## src/rtl/shared_lock_pkg.sv

```systemverilog
package shared_lock_pkg;
  localparam int MAX_CLIENTS = 32;

  // strobes from control to datapath
  typedef struct packed {
    logic                   takeLock;
    logic                   dropLock;
    logic [MAX_CLIENTS-1:0] grantVec;
  } lockCtrl_t;
endpackage

```

## src/rtl/shared_lock_ctrl.sv

```systemverilog
module shared_lock_ctrl
  import shared_lock_pkg::*;
#(
  parameter int NUM_CLIENTS = 4
) (
  input  logic [NUM_CLIENTS-1:0] waitReq,
  input  logic [NUM_CLIENTS-1:0] postStb,
  input  logic                   lockState,
  output lockCtrl_t              ctrlOut
);
  logic                   anyPost;
  logic                   grantOpen;
  logic [NUM_CLIENTS-1:0] pick;
  logic                   found;

  assign anyPost   = |postStb;
  assign grantOpen = !lockState || anyPost;

  // lowest index wins
  always_comb begin
    pick  = '0;
    found = 1'b0;
    for (int i = 0; i < NUM_CLIENTS; i++) begin
      if (waitReq[i] && !found) begin
        pick[i] = 1'b1;
        found   = 1'b1;
      end
    end
  end

  always_comb begin
    ctrlOut          = '0;
    ctrlOut.takeLock = grantOpen && found;
    ctrlOut.dropLock = anyPost && !(grantOpen && found);
    if (grantOpen) ctrlOut.grantVec[NUM_CLIENTS-1:0] = pick;
  end
endmodule

```

## src/rtl/shared_lock_dp.sv

```systemverilog
module shared_lock_dp
  import shared_lock_pkg::*;
#(
  parameter int NUM_CLIENTS = 4
) (
  input  logic                   clk,
  input  logic                   rst_n,
  input  lockCtrl_t              ctrlIn,
  output logic                   lockState,
  output logic [NUM_CLIENTS-1:0] ackOut
);
  always_ff @(posedge clk) begin
    if (!rst_n)               lockState <= 1'b0;
    else if (ctrlIn.takeLock) lockState <= 1'b1;
    else if (ctrlIn.dropLock) lockState <= 1'b0;
  end

  assign ackOut = ctrlIn.grantVec[NUM_CLIENTS-1:0];
endmodule

```

## src/rtl/shared_lock_sem.sv

```systemverilog
module shared_lock_sem
  import shared_lock_pkg::*;
#(
  parameter int NUM_CLIENTS = 4
) (
  input  logic                   clk,
  input  logic                   rst_n,
  input  logic [NUM_CLIENTS-1:0] waitReq,
  input  logic [NUM_CLIENTS-1:0] postStb,
  output logic [NUM_CLIENTS-1:0] waitAck,
  output logic                   semLocked
);
  lockCtrl_t ctrlBus;
  logic      lockState;

  shared_lock_ctrl #(.NUM_CLIENTS(NUM_CLIENTS)) ctrl_i (
    .waitReq  (waitReq),
    .postStb  (postStb),
    .lockState(lockState),
    .ctrlOut  (ctrlBus)
  );

  shared_lock_dp #(.NUM_CLIENTS(NUM_CLIENTS)) dp_i (
    .clk      (clk),
    .rst_n    (rst_n),
    .ctrlIn   (ctrlBus),
    .lockState(lockState),
    .ackOut   (waitAck)
  );

  assign semLocked = lockState;
endmodule

```

## config.mk

```make
export PLATFORM = sky130hd
export DESIGN_NAME = shared_lock_sem
export DESIGN_NICKNAME = d
export VERILOG_FILES = /design/src/rtl/shared_lock_pkg.sv /design/src/rtl/shared_lock_ctrl.sv /design/src/rtl/shared_lock_dp.sv /design/src/rtl/shared_lock_sem.sv
export SDC_FILE = /design/constraint.sdc
export NUM_CORES = 1
export LEC_CHECK = 0
export BUFFER_PORTS_ARGS = -buffer_cell sky130_fd_sc_hd__buf_4
export CAP_MARGIN = 10
export CORE_AREA = 2 2 39 41
export CTS_CLUSTER_DIAMETER = 60
export DETAILED_ROUTE_END_ITERATION = 10
export DIE_AREA = 0 0 41 43
export SETUP_SLACK_MARGIN = 0.15
export SLEW_MARGIN = 15
export SYNTH_ARGS = -nofsm -noshare
export SYNTH_HDL_FRONTEND = slang
export SYNTH_SLANG_ARGS = --single-unit
```

## constraint.sdc

```tcl
create_clock -name clk -period 3.7 [get_ports clk]
set_clock_uncertainty 0.15 [all_clocks]
set_input_delay 0.74 -clock clk [delete_from_list [all_inputs] [get_ports clk]]
set_output_delay 0.74 -clock clk [all_outputs]
set_load 0.01 [all_outputs]
```

# Word-level counts from Yosys, hierarchy flattened
# Cells that the tools add are included.
dict set report op_classes {
  muxes 10
  reduce_logical 13
}
# operator n
set ops {}
lappend ops {{1-bit two-way mux} 9}
lappend ops {{1-bit logical AND} 5}
lappend ops {{1-bit logical NOT} 5}
lappend ops {{4-bit two-way mux} 1}
lappend ops {{4-bit OR reduction} 1}
lappend ops {{2-bit nonzero test} 1}
lappend ops {{1-bit logical OR} 1}
dict set report totals {
  ff_bits 1
  wordCells 24
  out_inout_bits 5
}

# Depth between registers and ports, before layout
dict set report logic_depth {
  depth_word 15
  ltp_mapped 4
  mapped_depth_nobuf 3
}

# Modules after synthesis
# A second synthesis with hierarchy kept.
dict set report hier_totals {
  cells_unflattened 47
  hier_area_um2 375.4
}
# mod area_per_inst_um2 n_inst cells_per_inst
set modules_own_cells {}
lappend modules_own_cells {shared_lock_ctrl 304.0 1 40}
lappend modules_own_cells {shared_lock_dp 71.3 1 7}

# Worst setup path before layout
# OpenSTA, ideal clock, no wires.
dict set report synth_path {
  path_kind {input to output}
  start {in postStb[3]}
  end {out waitAck[3]}
  arrival_time_ps 1482
  required_ps 2810
  n_path_buf 1
  path_slack_ps 1328
  cell_stages 4
  path_cell_list {nor4_2 > a211oi_1 > and3b_1 > buf_4}
}
# item line
set synth_rtl {}
lappend synth_rtl {{from (decl)} shared_lock_sem.sv:9} ;# input logic [NUM_CLIENTS-1:0] postStb,
lappend synth_rtl {{to (decl)} shared_lock_sem.sv:10} ;# output logic [NUM_CLIENTS-1:0] waitAck,

# Final worst setup path
dict set report layout_path {
  start {in postStb[3]}
  end {out waitAck[3]}
}
dict set report layout_via {
  elab_chain_cells 3
}
# item line
set layout_lines {}
lappend layout_lines {{4-bit OR reduction} shared_lock_ctrl.sv:16} ;# assign anyPost = |postStb;
lappend layout_lines {{1-bit logical OR} shared_lock_ctrl.sv:17} ;# assign grantOpen = !lockState || anyPost;
lappend layout_lines {{4-bit two-way mux} shared_lock_ctrl.sv:35} ;# if (grantOpen) ctrlOut.grantVec[NUM_CLIENTS-1:0] = pick;
# Every way passes these cells.

==> results.py <==
metrics = {
    "clock_network": {
        "cts_setup_buffers": 0,
        "insertion_delay_ns": 0,
        "cts_hold_buf": 0,
        "cts-resized-gates": 0,
        "clkTransAtPathRegs_ns": 0,
    },
    "setup_path": {
        "reg2reg_slack_ns": 2.66,
        "r2r_cells": 2,
        "start_kind": "input pin",
        "critPathMaxFanout": 3,
        "reg2reg_from": "dp_i.lockState",
        "endpoint_kind": "output pin",
        "crit_type": "in -> out",
        "crit_arrival_ns": 1.69,
        "r2r_end": "dp_i.lockState",
        "worstPathRequired_ns": 2.81,
    },
    "global_routing": {
        "grt_remaining_overflow": 0,
        "grt_max_degree": 5,
        "grt_pass1_wl_um": 372,
        "antenna_found_initial": 0,
        "track_usage": 0.02797,
        "grt_pass1_vias": 92,
    },
    "sta": {
        "relSlewSlack": 0.7610,
        "setup_viol": 0,
        "hold_violations": 0,
        "fin_crit_sh": 0.6978,
        "min_period_ns": 2.582,
        "rsz0062_at_grt": "false",
        "setup_tns_ns": 0,
        "setup_ws_ns": 1.118,
        "worst_pin_slew_ns": 0.3564,
        "slew_violations": 0,
        "fmax_mhz": 387.3,
    },
    "final_layout": {
        "nNetsFinal": 36,
        "regMostFlops": "dp_i.lockState",
        "antennaDiodeCount": 0,
        "top_regs": "dp_i.lockState (1)",
        "largest_register_ffs": 1,
        "drive_above_1_share": 0.6250,
        "synthToLayoutAreaGrowth_pct": 82.61,
    },
    "detailed_routing": {
        "drcViolationCount": 0,
        "vias": 125,
        "drt_pass1_iterations": 1,
        "drt_iter0_markers": 0,
        "vias_per_cell": 3.125,
        "wl_per_cell_um": 6.925,
        "finalWirelength_um": 277,
        "detail-route-antenna-nets": 0,
    },
    "synth": {
        "synth-async-reset-ratio": 0,
        "syn_area_um2": 115.1,
        "ys_top_cells_by_count": "buf_4, a211oi_1",
        "synth-seq-cells": 1,
        "synth_seq_area_share": 0.1739,
        "synthTopCellsByArea": "buf_4, dfxtp_1, a211oi_1",
        "synth_largest_area_cell": "buf_4",
        "yosysUniqueCellTypes": 10,
        "ys_warn_count": 0,
        "syn_inst": 14,
        "synth_edf_count": 0,
        "synth_ff_type": "dfxtp_1",
        "netlist.area_leader.share": 0.2609,
        "synth_nets": 24,
        "syn_avg_cell_area_um2": 8.222,
        "yosys.cell_count.top_type": "buf_4",
    },
    "worst_hold_path": {
        "min_path_cells": 2,
        "hold-path-endpoint": "dp_i.lockState",
        "hold_path_class": "reg -> reg",
        "hp-start": "dp_i.lockState",
    },
    "floorplanning": {
        "initial_core_util": 0.08318,
        "die-area_mm2": 0.001763,
        "core_area_mm2": 0.001384,
        "io_pins": 15,
        "chipWidth_um": 41,
        "rows": 14,
        "die_h_um": 43,
    },
    "job": {
        "drv_cap": 0,
    },
    "pwr": {
        "p_leak_nw": 0.1032,
        "p_per_area_mw_per_mm2": 139.3,
        "vdd_drop_max_mv": 0.02654,
    },
    "place": {
        "port_buffers": 14,
        "gp_congestion": 0.4441,
        "dp_slack_ns": 1.085,
    },
    "run_status": {
        "outcome": "finished clean",
    },
}
[how the worst max path moves through the flow]
stage | startpoint | to | depth (start not counted)
after global routing | postStb[3] | waitAck[3] | 5
after detailed placement | postStb[3] | waitAck[3] | 5
after global placement | postStb[3] | waitAck[3] | 5
final | postStb[3] | waitAck[3] | 5
after floorplan | postStb[3] | waitAck[3] | 4
after CTS | postStb[3] | waitAck[3] | 5
[report_power, final]
group | switching [mW] | internal [mW] | total, mW
clock network | 0 | 0 | 0
registers | 0.000645 | 0.0117 | 0.0124
logic | 0.00591 | 0.0110 | 0.0169
total | 0.00655 | 0.0227 | 0.0293
[area by class of cell]
cell class	count	area (um2)
repair buffers	14	105.1
fillers	161	1174
well taps	16	20.02
multi-input cells	8	61.31
inverters	1	3.754
flip-flops and latches	1	20.02
[cells by family (layout without fill, tap and decap cells)]
kind of cell	after synthesis	in the layout	share of synthesized area
AOI/OAI and AO/OA	4	4	0.2609
buffers and inverters	5	15	0.2935
DFF	1	1	0.1739
and+or+nand+nor	4	4	0.2717
[metal layers]
metal / global-route usage / vias up / routed length [um] / share of wire
met5: 0 / - / 0 / 0
met4: 0 / 0 / 0 / 0
met3: 0 / 0 / 37 / 0.13
met2: 0.05938 / 6 / 157 / 0.57
met1: 0.02848 / 53 / 82 / 0.30
li1: - / 66 / - / -
[through the flow]
stage | total power, mW | instances | utilization | hold WS, ns | cell area, um2
finish | 0.02928 | 40 | 0.1519 | 0.4674 | 210.2
floorplan | 0.01954 | 14 | - | 0.4745 | 115.1
detailed placement | 0.02961 | 40 | 0.1519 | 0.4874 | 210.2
global placement | 0.02924 | 40 | 0.1519 | 0.4786 | 210.2
global route | 0.03101 | 40 | 0.1519 | 0.5131 | 210.2
CTS | 0.02963 | 40 | 0.1519 | 0.4874 | 210.2
[placed cells by master, fill, tap and decap left out]
master / netlist / layout
buf_4: 4 / 14
a211oi_1: 2 / 2
nor4_2: 1 / 1
and2_1: 1 / 1
inv_1: 1 / 1
a21boi_0: 1 / 1
and3b_1: 1 / 1
nor2_1: 1 / 1
a21boi_1: 1 / 1
dfxtp_1: 1 / 1
[worst max-delay path: stages]
cell and delay [ns]:
buf_4 0.11, nor4_2 0.35, a211oi_1 0.17, and3b_1 0.19
buf_4 0.14
Note: power is estimated with default switching activity, not from simulation.
